## src/rtl/rtx_fifo_pkg.sv

```systemverilog
package rtx_fifo_pkg;
  // Per-cycle pointer operations decided at the top level.
  typedef struct packed {
    logic wr;
    logic rd;
    logic rewind;
  } rtx_ops_t;
endpackage

```

## src/rtl/rtx_mem.sv

```systemverilog
module rtx_mem #(
  parameter int DATA_W = 16,
  parameter int DEPTH  = 8,
  localparam int AW    = $clog2(DEPTH)
) (
  input  logic              clk,
  input  logic              we,
  input  logic [AW-1:0]     waddr,
  input  logic [DATA_W-1:0] wdata,
  input  logic [AW-1:0]     raddr,
  output logic [DATA_W-1:0] rdata
);
  logic [DATA_W-1:0] rows [DEPTH];

  for (genvar g = 0; g < DEPTH; g++) begin : g_row
    logic [DATA_W-1:0] row_q;
    always_ff @(posedge clk) begin
      if (we && waddr == AW'(g)) row_q <= wdata;
    end
    assign rows[g] = row_q;
  end

  assign rdata = rows[raddr];
endmodule

```

## src/rtl/rtx_ptrs.sv

```systemverilog
module rtx_ptrs
  import rtx_fifo_pkg::*;
#(
  parameter int DEPTH = 8,
  localparam int CW   = $clog2(DEPTH) + 1
) (
  input  logic          clk,
  input  logic          rst_n,
  input  rtx_ops_t      ops,
  output logic [CW-1:0] wr_ptr,
  output logic [CW-1:0] rd_ptr
);
  logic [CW-1:0] wr_q, rd_q;

  always_ff @(posedge clk or negedge rst_n) begin
    if (!rst_n) begin
      wr_q <= '0;
      rd_q <= '0;
    end else begin
      if (ops.wr) wr_q <= wr_q + CW'(1);
      if (ops.rewind)  rd_q <= '0;
      else if (ops.rd) rd_q <= rd_q + CW'(1);
    end
  end

  assign wr_ptr = wr_q;
  assign rd_ptr = rd_q;
endmodule

```

## src/rtl/rtx_flags.sv

```systemverilog
module rtx_flags #(
  parameter int DEPTH = 8,
  localparam int CW   = $clog2(DEPTH) + 1
) (
  input  logic          replay_mode,
  input  logic [CW-1:0] wr_ptr,
  input  logic [CW-1:0] rd_ptr,
  input  logic [CW-1:0] ae_level,
  input  logic [CW-1:0] af_level,
  output logic          full,
  output logic          empty,
  output logic          almost_full,
  output logic          almost_empty
);
  localparam logic [CW-1:0] CAP = CW'(DEPTH);

  logic [CW-1:0] held, room;

  always_comb begin
    held = wr_ptr - rd_ptr;
    // In replay mode the write side never wraps, so room is what remains
    // above the write pointer, whatever the reader has consumed.
    room = replay_mode ? (CAP - wr_ptr) : (CAP - held);
    empty        = (held == '0);
    full         = (room == '0);
    almost_empty = (held <= ae_level);
    almost_full  = (room <= af_level);
  end
endmodule

```

## src/rtl/rtx_fifo.sv

```systemverilog
module rtx_fifo
  import rtx_fifo_pkg::*;
#(
  parameter int DATA_W = 16,
  parameter int DEPTH  = 8,
  localparam int AW    = $clog2(DEPTH),
  localparam int CW    = AW + 1
) (
  input  logic              clk,
  input  logic              rst_n,
  input  logic              replay_mode,
  input  logic              rewind,
  input  logic [CW-1:0]     ae_level,
  input  logic [CW-1:0]     af_level,
  input  logic              in_valid,
  output logic              in_ready,
  input  logic [DATA_W-1:0] in_data,
  output logic              out_valid,
  input  logic              out_ready,
  output logic [DATA_W-1:0] out_data,
  output logic              full,
  output logic              empty,
  output logic              almost_full,
  output logic              almost_empty
);
  rtx_ops_t      ops;
  logic [CW-1:0] wr_ptr_w, rd_ptr_w;
  logic          full_w, empty_w, rewind_eff;

  assign rewind_eff = rewind & replay_mode;
  assign in_ready   = ~full_w;
  assign out_valid  = ~empty_w & ~rewind_eff;

  always_comb begin
    ops.wr     = in_valid & ~full_w;
    ops.rd     = out_valid & out_ready;
    ops.rewind = rewind_eff;
  end

  rtx_ptrs #(.DEPTH(DEPTH)) ptrs_i (
    .clk    (clk),
    .rst_n  (rst_n),
    .ops    (ops),
    .wr_ptr (wr_ptr_w),
    .rd_ptr (rd_ptr_w)
  );

  rtx_mem #(.DATA_W(DATA_W), .DEPTH(DEPTH)) mem_i (
    .clk   (clk),
    .we    (ops.wr),
    .waddr (wr_ptr_w[AW-1:0]),
    .wdata (in_data),
    .raddr (rd_ptr_w[AW-1:0]),
    .rdata (out_data)
  );

  rtx_flags #(.DEPTH(DEPTH)) flags_i (
    .replay_mode  (replay_mode),
    .wr_ptr       (wr_ptr_w),
    .rd_ptr       (rd_ptr_w),
    .ae_level     (ae_level),
    .af_level     (af_level),
    .full         (full_w),
    .empty        (empty_w),
    .almost_full  (almost_full),
    .almost_empty (almost_empty)
  );

  assign full  = full_w;
  assign empty = empty_w;
endmodule

```

## config.mk

```make
export PLATFORM = sky130hd
export DESIGN_NAME = rtx_fifo
export DESIGN_NICKNAME = d
export VERILOG_FILES = /design/src/rtl/rtx_fifo_pkg.sv /design/src/rtl/rtx_mem.sv /design/src/rtl/rtx_ptrs.sv /design/src/rtl/rtx_flags.sv /design/src/rtl/rtx_fifo.sv
export SDC_FILE = /design/constraint.sdc
export NUM_CORES = 1
export LEC_CHECK = 0
export BUFFER_PORTS_ARGS = -buffer_cell sky130_fd_sc_hd__buf_2
export CORE_MARGIN = 1
export CORE_UTILIZATION = 60
export CTS_BUF_LIST = sky130_fd_sc_hd__clkbuf_4
export DETAILED_ROUTE_END_ITERATION = 8
export PLACE_DENSITY = 0.9
export SYNTH_ARGS = -nofsm -noshare
export SYNTH_HDL_FRONTEND = slang
export SYNTH_SLANG_ARGS = --single-unit
```

## constraint.sdc

```tcl
create_clock -name clk -period 4.5 [get_ports clk]
set_clock_uncertainty 0.15 [all_clocks]
set_input_delay 0.45 -clock clk [delete_from_list [all_inputs] [get_ports clk]]
set_output_delay 0.45 -clock clk [all_outputs]
set_load 0.01 [all_outputs]
```

* Word level (Yosys, flattened, before mapping)
Cells that the tools add are included.
** Cells by class
- Add/subtract/negate cells :: 5
- Magnitude comparators :: 3
- Equality and inequality tests :: 7
- Mux-type cells :: 6
- Bitwise gates (word level) :: 8
- Reduce and logical (&&, ||, !) cells :: 12
** Operators by type and width (count)
- $bmux W16 S3 :: 1
- $mux W16 :: 2
- $eq A3 B3 Y1 const B :: 4
- $mux W4 :: 3
- $add A4 B1 Y4 const B :: 2
- $le A4 B4 Y1 :: 2
- $logic_and A1 B1 Y1 :: 8
- $logic_not A4 Y1 :: 2
- $sub A4 B4 Y4 const A :: 2
- $eq A3 B2 Y1 const B :: 2
- $and A1 B1 Y1 :: 4
- $ge A4 B4 Y1 const B :: 1
- $not A3 Y4 :: 1
- $sub A4 B4 Y4 :: 1
- $eq A3 B1 Y1 const B :: 1
- $logic_not A3 Y1 :: 1
- $not A1 Y1 :: 3
- $reduce_bool A2 Y1 :: 1
** Word-level totals
- Register bits :: 136
- Bits of input ports :: 30
- Logic and storage cells :: 51

* Depth between registers and ports, before layout
Gate-level depths: netlist of run 1.
- Word-level depth :: 7
- Depth in mapped cells :: 13

* Modules after synthesis
From an unflattened synthesis of run 1, not the netlist that was laid out.
** Second synthesis, totals
- Cells, all modules :: 308
- Area, all modules :: 5926.9 µm²
** Modules (own cells, without submodules)
- rtx_mem :: times used 1, cells an instance 198, area an instance 4973.5 µm²
- rtx_flags :: times used 1, cells an instance 78, area an instance 568.0 µm²
- rtx_ptrs :: times used 1, cells an instance 27, area an instance 352.8 µm²
- rtx_fifo :: times used 1, cells an instance 5, area an instance 32.5 µm²

* Worst setup path after synthesis of run 1
No wires, ideal clock.
- Path kind :: register to output
- From :: reg ptrs_i.rd_q[2], in the netlist ptrs_i.rd_ptr[2]
- To :: out almost_full
- Data arrival time :: 2969 ps
- Data required time :: 3900 ps
- Path slack :: 931 ps
- Stages on the path, launching flop included :: 14
- Buffers on the path :: 2
- Cells stage by stage :: dfrtp_1 clkbuf_1 clkinv_1 clkbuf_1 ha_1 xor2_2 inv_2 nor2_4 xnor3_1 o21a_1 xnor2_1 ha_1 a21oi_1 a41o_1
** On the way
- Longest elaborated chain between the ends :: 4
** RTL lines
- start, declared :: RTL line rtx_ptrs.sv:13 : logic [CW-1:0] wr_q, rd_q;
- start signal, assigned :: RTL line rtx_ptrs.sv:22 : else if (ops.rd) rd_q <= rd_q + CW'(1);
- $sub A4 B4 Y4 :: RTL line rtx_flags.sv:20 : held = wr_ptr - rd_ptr;
- $sub A4 B4 Y4 :: RTL line rtx_flags.sv:23 : room = replay_mode ? (CAP - wr_ptr) : (CAP - held);
- $mux W4 :: RTL line rtx_flags.sv:23
- $le A4 B4 Y1 :: RTL line rtx_flags.sv:27 : almost_full = (room <= af_level);
- end, declared :: RTL line rtx_fifo.sv:23 : output logic almost_full,
Every way passes these cells.

* Worst setup path after layout of run 1
- From :: reg ptrs_i.wr_q[0], in the netlist ptrs_i.wr_ptr[0]
- To :: out almost_full
** On the way
- Longest elaborated chain between the ends :: 4
- Elaborated cells between the ends (all ways) :: 5
- Classes of those cells :: 3 x add/sub; 1 x order compare; 1 x mux
** RTL lines
- start, declared :: RTL line rtx_ptrs.sv:13
- start signal, assigned :: RTL line rtx_ptrs.sv:20 : if (ops.wr) wr_q <= wr_q + CW'(1);
- $sub A4 B4 Y4 :: RTL line rtx_flags.sv:20
- $sub A4 B4 Y4 :: RTL line rtx_flags.sv:23
- $mux W4 (*) :: RTL line rtx_flags.sv:23
- $le A4 B4 Y1 (*) :: RTL line rtx_flags.sv:27
Every way passes the cells marked *; elsewhere a longest branch is shown, timed or not.

==> results.md, run 1 <==
- HP Start: in_data[7]
- Final worst path period share: 91.8%
- Mapped Nets: 403
- Area grow syn2layout: 12.1%
- Cell Pwr Density: 643 mW/mm²
- DP Cell Count: 531
- Highest Clock Rate: 0.242 GHz
- Vias in the first global route: 3327
- Max-Cap Viols: 0
- Initial antenna violation count: 0
- Reg2Reg Setup Slack: 0.88 ns
- Placed cell area: 0.00637 mm²
- Synth top area cells: edfxtp_1 (65%), mux4_2 (12%), ha_1 (4.0%)
- H-tree depth: 4
- Num CTS Buffers: 17
- Synthesized area: 0.00592 mm²
- Synth unique cells: 40
- Routed WL per cell: 19.9 µm
- RSZ-0062 raised after global routing: false
- Yosys top cell by area: edfxtp_1
- # IOs: 52
- Buffers added on ports: 51
- Share of layout cells above drive strength 1: 30.3%
- Global route total overflow: 0
- Worst setup EP type: primary output
- Startpoint types: flip-flop
- Post-CTS Setup Repair Bufs: 0
- Min Tclk post-route: 4.13 ns
- Clk slew on worst S/H paths: 0.12 ns
- Core area: 0.00942 mm²
- Max FO, Critical Path: 5
- Placer Congestion: 0.867
- Leakage Power: 2.46 nW
- Post-layout nets: 472
- Post-route cell area: 0.00664 mm²
- DR DRC count: 0
- Hold depth: 1
- Status: finished, final reports clean
- CTS root buf: clkbuf_4
- Worst slew margin: 32.1%
- Initial core utilization: 62.9%
- First-pass GRT wire length: 17.5 mm
- Global Route Usage Sum: 24.5%
- Die Span X: 101 µm
- Worst path arrival time: 3.53 ns
- DRT Wirelength: 11.2 mm
- Hold path endpoint: mem_i.g_row[3].row_q[7]$_DFFE_PP_
- Clock Path Buffers: 2
- Worst r2r src: ptrs_i.wr_ptr[0]$_DFFE_PN0P_
- Critical path class: flip-flop to primary output
- Final Non-Filler Cells: 564
- Largest net degree at the start of global routing: 36
- Slew Limit Fails: 0
- Final Hold Viols: 0
- Die Area: 0.0103 mm²
- HP Class: input port to flip-flop
- R2R cell count: 9
- Synth Register Bits: 136
- Setup TNS: 0 ns
- Initial drt markers: 220
- Mean post-synth cell area: 16.8 µm²
- Hpwl dp: 7.34 mm
- Synthesis Warnings: 0
- Row cnt: 35
- Via Count: 3314
- Final ANT Viol Nets: 0
- Layout fillers: 574
- Worst VDD drop: 0.393 mV
- Register area share after synthesis: 68.3%
- Yosys top cell area share: 64.9%
- Clk sink count: 136
- Slew @ Worst Pin: 0.993 ns
- CTS tree: done
- WP data required: 3.90 ns
- DR vias/cell: 5.88
- Total power: 4.26 mW
- Initial DRT Pass Iterations: 5
- Final setup fails: 0
- Clk Latency, worst-skew pair: 0.52 ns
- Core Util, Final: 70.5%
- Critical path origin: ptrs_i.wr_ptr[0]$_DFFE_PN0P_
- Cell count after synthesis: 353
- Reg-to-Reg End: mem_i.g_row[4].row_q[4]$_DFFE_PP_
- Antenna fix cells: 0
- Die H: 101 µm
registers in the layout, summed over array words and instances (netlist names):
| name | cells |
|---|---|
| ptrs_i.wr_ptr | 4 |
| ptrs_i.rd_ptr | 4 |
| mem_i.g_row.row_q | 128 |
what timing repair did:
item	CTS	global route
hold buffers	1	0
resized for setup	0	0
endpoints found under the hold margin	8	0
cells by family after synthesis:
family | synth area share [%]
buffers and inverters | 2.03
flip-flops | 68.3
AND/OR/NAND/NOR | 6.55
XOR/XNOR | 1.77
AO/OA/AOI/OAI | 4.06
adder cells (fa/ha/maj) | 4.35
multiplexers | 13.0
per-layer routing:
| layer | track usage, % | share of wire (%) |
|---|---|---|
| met1 | 31.4 | 39 |
| met2 | 39.4 | 51 |
| met3 | 7.25 | 7.9 |
| met4 | 10.9 | 2.1 |
| met5 | 0 | 0 |
cell usage after synthesis, drive strengths merged:
cell type  instances
a2111oi            2
a21o               2
a21oi             10
a41o               2
and2               4
and3               6
buf                3
clkbuf            10
clkinv             1
dfrtp              8
edfxtp           128
fa                 1
ha                19
inv               17
mux2               2
mux2i              2
mux4              32
nand2             60
nand2b             3
nand3              2
nor2               8
nor2b              2
nor3               3
o2111a             1
o2111ai            1
o211a              1
o211ai             4
o21a               1
o21ai              4
o31ai              4
o41ai              1
or2                1
xnor2              5
xnor3              2
xor2               1
power by group:
part	switching [mW]	total, mW	internal [mW]	leakage [nW]
registers	0.0858	1.69	1.61	1.26
clock network	0.440	0.712	0.273	0.125
logic	1.04	1.86	0.824	1.07
total	1.56	4.26	2.70	2.46
per-stage QoR:
stage	hold slack (ns)	setup WS [ns]
after floorplan	0.00441	0.931
after global placement	0.165	1.06
after detailed placement	0.166	0.925
after CTS	0.0206	0.342
after global routing	0.0204	0.162
final	0.0580	0.371
cell type report:
cell class | count | area [µm²] | area share, %
clock buffer | 17 | 128 | 1.92
tap | 129 | 161 | 2.43
multi-input combinational | 186 | 1760 | 26.5
clock inverter | 15 | 129 | 1.94
sequential | 136 | 4050 | 61.0
inverter | 18 | 67.6 | 1.02
timing repair buffer | 63 | 348 | 5.24
worst max path at each step:
stage,end,slack (ns),cells past startpoint
6_report,almost_full,0.37,13
5_1_grt,almost_full,0.16,13
4_1_cts,almost_full,0.34,13
3_5_place_dp,mem_i.g_row[4].row_q[9]$_DFFE_PP_,0.92,9
3_3_place_gp,almost_full,1.06,13
2_1_floorplan,almost_full,0.93,13
worst max-delay path, stage by stage (launching register included):
cell	delay, ns
dfrtp_1	0.46
inv_1	0.14
ha_1	0.23
fa_1	0.41
xor2_2	0.26
inv_2	0.10
nor2_4	0.13
xnor3_1	0.27
o21a_1	0.21
xnor2_1	0.13
ha_1	0.30
a21oi_1	0.06
a41o_1	0.19
buf_2	0.13
layout by cell type, fill, tap and decap left out, drive strengths merged, types with 6 or more instances in the layout:
cell type	count
ha	19
nand2	60
nor2	8
dfrtp	8
edfxtp	128
a21oi	10
clkbuf	17
mux4	32
and3	6
buf	62
clkinv	8
inv	19
(Power assumes the default switching activity.)
==> inputs of run 2 (changes only) <==
--- a/config.mk
+++ b/config.mk
@@ -10,7 +10,7 @@
 export CORE_UTILIZATION = 60
 export CTS_BUF_LIST = sky130_fd_sc_hd__clkbuf_4
 export DETAILED_ROUTE_END_ITERATION = 8
-export PLACE_DENSITY = 0.9
+export PLACE_DENSITY_LB_ADDON = 0.15
 export SYNTH_ARGS = -nofsm -noshare
 export SYNTH_HDL_FRONTEND = slang
 export SYNTH_SLANG_ARGS = --single-unit
==> run 2 against run 1 <==
  * Combinational power about the same
  * Sequential share of layout area decreased by 0.31 points
  * Register-to-register slack improved by 0.11 ns
  * Non-clock buffer count unchanged
  * Worst setup slack improved by 0.023 ns
==> results.md, run 2 (synthesis results as in run 1) <==
- Die Area: 0.0103 mm²
- Status: finished, final reports clean
- Num CTS Buffers: 17
- Global Route Usage Sum: 23.6%
- Row cnt: 35
- Final setup margin: 0.394 ns
- HP Class: input port to flip-flop
- Min Tclk post-route: 4.11 ns
- Largest register FFs: 128
- Critical path origin: ptrs_i.wr_ptr[0]$_DFFE_PN0P_
- Clk Latency, worst-skew pair: 0.52 ns
- Clk sink count: 136
- Hold path endpoint: mem_i.g_row[0].row_q[6]$_DFFE_PP_
- Cell Pwr Density: 645 mW/mm²
- Final Non-Filler Cells: 564
- DR vias/cell: 5.70
- Slew Limit Fails: 0
- Worst path arrival time: 3.51 ns
- DP Cell Count: 529
- Critical path class: flip-flop to primary output
- Final setup fails: 0
- Leakage Power: 2.48 nW
- Hold depth: 1
- Core area: 0.00942 mm²
- Critical path, cell by cell: inv_1 -> ha_1 -> fa_1 -> xor2_2 -> inv_2 -> nor2_4 -> xnor3_1 -> o21a_1 -> xnor2_1 -> ha_1 -> a21oi_1 -> a41o_1 -> buf_2
- Commonest non-fill, non-tap cell in the layout: edfxtp_1
- CTS tree: done
- First-pass GRT wire length: 16.8 mm
- RSZ-0062 raised after global routing: false
- Max FO, Critical Path: 5
- Die H: 101 µm
- Highest Clock Rate: 0.244 GHz
- Vias in the first global route: 3310
- Buffers & Inverters on Critical Path: 3
- R2R cell count: 9
- Slew @ Worst Pin: 0.987 ns
- DR DRC count: 0
- Reg-to-Reg End: mem_i.g_row[6].row_q[12]$_DFFE_PP_
- Worst slew margin: 32.5%
- Via Count: 3212
- WP data required: 3.90 ns
- Max-Cap Viols: 0
- Clock Path Buffers: 2
- Hpwl dp: 6.44 mm
- Biggest register: mem_i.g_row.row_q
- Clk slew on worst S/H paths: 0.15 ns
- Die Span X: 101 µm
- Initial core utilization: 62.9%
- Routed WL per cell: 18.9 µm
- HP Start: in_data[6]
- Post-layout nets: 472
- Worst path top cell family by delay: adder cells
- Reg2Reg Setup Slack: 0.99 ns
- Area grow syn2layout: 12.6%
- Initial DRT Pass Iterations: 6
- Setup TNS: 0 ns
- Final worst path period share: 91.2%
- Worst setup EP type: primary output
- Placer Congestion: 0.831
- Largest net degree at the start of global routing: 36
- Slowest stage cell on the critical path: dfrtp_1
- Crit path depth: 13
- Worst VDD drop: 0.424 mV
- DRT Wirelength: 10.7 mm
- Initial drt markers: 182
- Post-CTS Setup Repair Bufs: 0
- Buffers added on ports: 51
- Antenna fix cells: 0
- Final Hold Viols: 0
- Initial antenna violation count: 0
- Most frequent cells in the layout: edfxtp_1 (128), nand2_1 (60), buf_2 (51), mux4_2 (32), ha_1 (19)
- Most used cell along the critical path: ha_1
- Dpl ws: 0.943 ns
- CTS root buf: clkbuf_4
- # IOs: 52
- Largest stage delay on the critical path: 0.45 ns
- Global route total overflow: 0
- Worst r2r src: ptrs_i.wr_ptr[0]$_DFFE_PN0P_
- Share of layout cells above drive strength 1: 30.3%
- Startpoint types: flip-flop
- H-tree depth: 4
- Final ANT Viol Nets: 0
## run 2: repair_timing
item,CTS,global route
resized for setup,0,0
hold buffers,1,2
hold endpoints to repair,8,8
## run 2: how the worst max path moves through the flow
stage	endpoint	slack [ns]
6_report	almost_full	0.39
5_1_grt	almost_full	0.17
4_1_cts	almost_full	0.35
3_5_place_dp	almost_full	0.94
3_3_place_gp	almost_full	1.01
2_1_floorplan	almost_full	0.93
## run 2: metrics by stage
step | util, % | area [µm²] | hold WS, ns | total power, mW
after CTS | 70.6 | 6650 | 0.00534 | 4.34
final | 70.8 | 6670 | 0.0499 | 4.30
after detailed placement | 67.5 | 6350 | 0.167 | 3.56
after global routing | 70.8 | 6670 | 0.00315 | 4.58
after global placement | 67.5 | 6350 | 0.163 | 3.52
after floorplan | - | 5920 | 0.00441 | 3.04
## run 2: final cells by class
type / instances / area, µm²
clock buffers: 17 / 128
clock inverters: 15 / 158
fillers: 632 / 2750
inverters: 18 / 67.6
multi-input cells: 186 / 1760
flip-flops and latches: 136 / 4050
well taps: 129 / 161
repair buffers: 63 / 353
## run 2: layer usage
metal	vias to the layer above	global-route usage [%]	share of wire, %
met1	1602	30.4	43
met3	16	5.87	4.4
met4	0	9.03	1.4
met2	87	39.3	51
met5	-	0	0
li1	1507	-	-
## run 2: worst reg2reg max path, delay by kind of cell, from the launching register on
family	cells	cell delay, ns
AND/OR/NAND/NOR	3	1.04
adder cells (fa/ha/maj)	2	0.63
XOR/XNOR	2	0.62
flip-flops	1	0.45
buffers and inverters	2	0.23
## run 2: where the power goes
| part | internal (mW) | leakage (nW) | total, mW | switching (mW) |
|---|---|---|---|---|
| logic | 0.816 | 1.07 | 1.83 | 1.02 |
| registers | 1.61 | 1.26 | 1.68 | 0.0746 |
| clock network | 0.296 | 0.147 | 0.785 | 0.489 |
==> inputs of run 3 (changes only) <==
--- a/config.mk
+++ b/config.mk
@@ -5,7 +5,8 @@
 export SDC_FILE = /design/constraint.sdc
 export NUM_CORES = 1
 export LEC_CHECK = 0
-export BUFFER_PORTS_ARGS = -buffer_cell sky130_fd_sc_hd__buf_2
+export ABC_AREA = 1
+export BUFFER_PORTS_ARGS = -buffer_cell sky130_fd_sc_hd__buf_4
 export CORE_MARGIN = 1
 export CORE_UTILIZATION = 60
 export CTS_BUF_LIST = sky130_fd_sc_hd__clkbuf_4
==> run 3 against run 2 <==
  * Worst setup slack better by 0.29 ns
  * Synthesized cell count is 47% higher
  * Combinational power up 13%
  * Largest cell class unchanged
==> results.md, run 3 <==
- Die H: 102 µm
- Worst VDD drop: 0.387 mV
- Synthesis Warnings: 0
- Hpwl dp: 7.42 mm
- Final ANT Viol Nets: 0
- Status: finished, final reports clean
- Slew @ Worst Pin: 0.725 ns
- Die Span X: 102 µm
- Startpoint types: flip-flop
- Initial core utilization: 63.2%
- Commonest non-fill, non-tap cell in the layout: edfxtp_1
- Routed WL per cell: 16.6 µm
- CTS tree: done
- Clk Latency, worst-skew pair: 0.50 ns
- Final setup margin: 0.686 ns
- Setup TNS: 0 ns
- Synth top area cells: edfxtp_1 (65%), nor2_1 (7.4%), o21ai_0 (5.6%)
- Area grow syn2layout: 17.1%
- Highest Clock Rate: 0.262 GHz
- Global route total overflow: 0
- Worst slew margin: 51.6%
- Die Area: 0.0103 mm²
- Clk slew on worst S/H paths: 0.11 ns
- HP Class: input port to flip-flop
- Vias in the first global route: 4158
- Dpl ws: 1.20 ns
- Core area: 0.00942 mm²
- Global Route Usage Sum: 26.4%
- Antenna fix cells: 0
- Largest net degree at the start of global routing: 69
- Largest register FFs: 128
- Cell Pwr Density: 654 mW/mm²
- # IOs: 52
- Clk sink count: 136
- H-tree depth: 4
- Clock Path Buffers: 2
- Slew Limit Fails: 0
- Worst setup EP type: primary output
- Max-Cap Viols: 0
- Most frequent cells after synthesis: edfxtp_1 (128), nor2_1 (118), o21ai_0 (67)
- Post-layout nets: 644
- Worst path arrival time: 3.21 ns
- Register area share after synthesis: 67.9%
- Synth unique cells: 24
- Cell count after synthesis: 519
- Synthesized area: 0.00595 mm²
- Post-synth EDFFs: 128
- Layout fillers: 657
- DR DRC count: 0
- Synth Register Bits: 136
- Biggest register: mem_i.g_row.row_q
- Final Hold Viols: 0
- Yosys top cell by area: edfxtp_1
- Mapped Nets: 569
- Max FO, Critical Path: 6
- Final worst path period share: 84.8%
- Final setup fails: 0
- Num CTS Buffers: 17
- Mean post-synth cell area: 11.5 µm²
- CTS root buf: clkbuf_4
- Critical path class: flip-flop to primary output
- Share of layout cells above drive strength 1: 18.3%
- Most frequent cell after synthesis: edfxtp_1
- Min Tclk post-route: 3.81 ns
- Row cnt: 35
- Most frequent cells in the layout: edfxtp_1 (128), nor2_1 (118), o21ai_0 (67), buf_4 (64), nand2_1 (46)
- Buffers added on ports: 51
- Placer Congestion: 0.822
- WP data required: 3.90 ns
- Initial drt markers: 233
- DR vias/cell: 5.51
- First-pass GRT wire length: 19.9 mm
- Ys flop type: edfxtp_1
- Initial antenna violation count: 0
- Yosys top cell area share: 64.6%
- Asr flop ratio synth: 5.88%
- Via Count: 4051
- Leakage Power: 2.66 nW
- RSZ-0062 raised after global routing: false
- DRT Wirelength: 12.2 mm
- Post-CTS sizing: 0
- Initial DRT Pass Iterations: 4
[run 3: changes by cell type after synthesis, moves of 14 or more]
cell     change
nor2_1     +111
o21ai_0     +64
mux4_2      -32
inv_1       +18
a31oi_1     +16
o22ai_1     +16
nand2_1     -14
[run 3: layout make-up]
cell class / instances / area [µm²] / share of cell area [%]
Clock buffer: 18 / 135 / 1.94
Clock inverter: 13 / 170 / 2.44
Inverter: 35 / 131 / 1.88
Multi-Input combinational cell: 323 / 1680 / 24.1
Sequential cell: 136 / 4050 / 58.0
Tap cell: 129 / 161 / 2.32
Timing Repair Buffer: 81 / 651 / 9.33
[run 3: stage by stage]
stage / total power, mW / utilization (%) / hold slack [ns] / instance area [µm²] / std cells
3_3_place_gp: 3.69 / 69.0 / 0.127 / 6490 / 687
5_1_grt: 4.92 / 74.0 / 0.0388 / 6970 / 735
2_1_floorplan: 3.01 / - / 0.00441 / 5950 / 519
4_1_cts: 4.60 / 73.9 / 0.00621 / 6960 / 734
6_report: 4.56 / 74.0 / 0.0867 / 6970 / 735
3_5_place_dp: 3.75 / 69.0 / 0.127 / 6490 / 687
[run 3: worst paths after layout]
kind | slack (ns) | endpoint | cells past startpoint | from
max reg2reg | 1.20 | mem_i.g_row[7].row_q[11]$_DFFE_PP_ | 12 | ptrs_i.wr_ptr[0]$_DFFE_PN0P_
min | 0.09 | ptrs_i.wr_ptr[2]$_DFFE_PN0P_ | 3 | in_valid
max | 0.69 | almost_full | 14 | ptrs_i.wr_ptr[0]$_DFFE_PN0P_
max in group asynchronous | 3.92 | ptrs_i.rd_ptr[0]$_DFFE_PN0P_ | 2 | rst_n
min in group asynchronous | 0.14 | ptrs_i.rd_ptr[1]$_DFFE_PN0P_ | 2 | rst_n
min reg2reg | 0.42 | ptrs_i.rd_ptr[3]$_DFFE_PN0P_ | 2 | ptrs_i.rd_ptr[3]$_DFFE_PN0P_
[run 3: power by group]
part / total [mW] / switching [mW] / leakage, nW / internal (mW)
Combinational: 2.06 / 1.27 / 1.25 / 0.793
Sequential: 1.67 / 0.0772 / 1.26 / 1.59
Clock: 0.832 / 0.438 / 0.144 / 0.394
Total: 4.56 / 1.78 / 2.66 / 2.78
[run 3: repair_timing]
item,4_1_cts,5_1_grt
hold buffers,16,1
setup buffers,0,0
hold endpoints to repair,94,1
[run 3: cell families after synthesis]
group           share of synthesized area (%)
buf+inv                                  3.91
fa+ha+maj                                4.33
compound gates                           9.88
xor+xnor                                0.588
flops                                    67.9
simple gates                             13.4
[run 3: per-layer routing]
metal | GRT usage (%) | share of wire, % | up-vias
met1 | 32.7 | 41 | 1909
met5 | 0 | 0 | -
li1 | - | - | 1969
met4 | 10.8 | 1.5 | 0
met2 | 44.9 | 50 | 153
met3 | 6.42 | 7.3 | 20
[run 3: critical path, stage by stage (launching register included)]
cell,delay [ns]
dfrtp_1,0.47
inv_1,0.13
ha_1,0.22
fa_1,0.54
nand2_1,0.08
o21ai_2,0.08
ha_1,0.23
xor2_1,0.17
inv_1,0.06
ha_1,0.27
nand2_1,0.06
o21bai_1,0.16
nand2_1,0.05
o21ai_0,0.07
buf_4,0.14
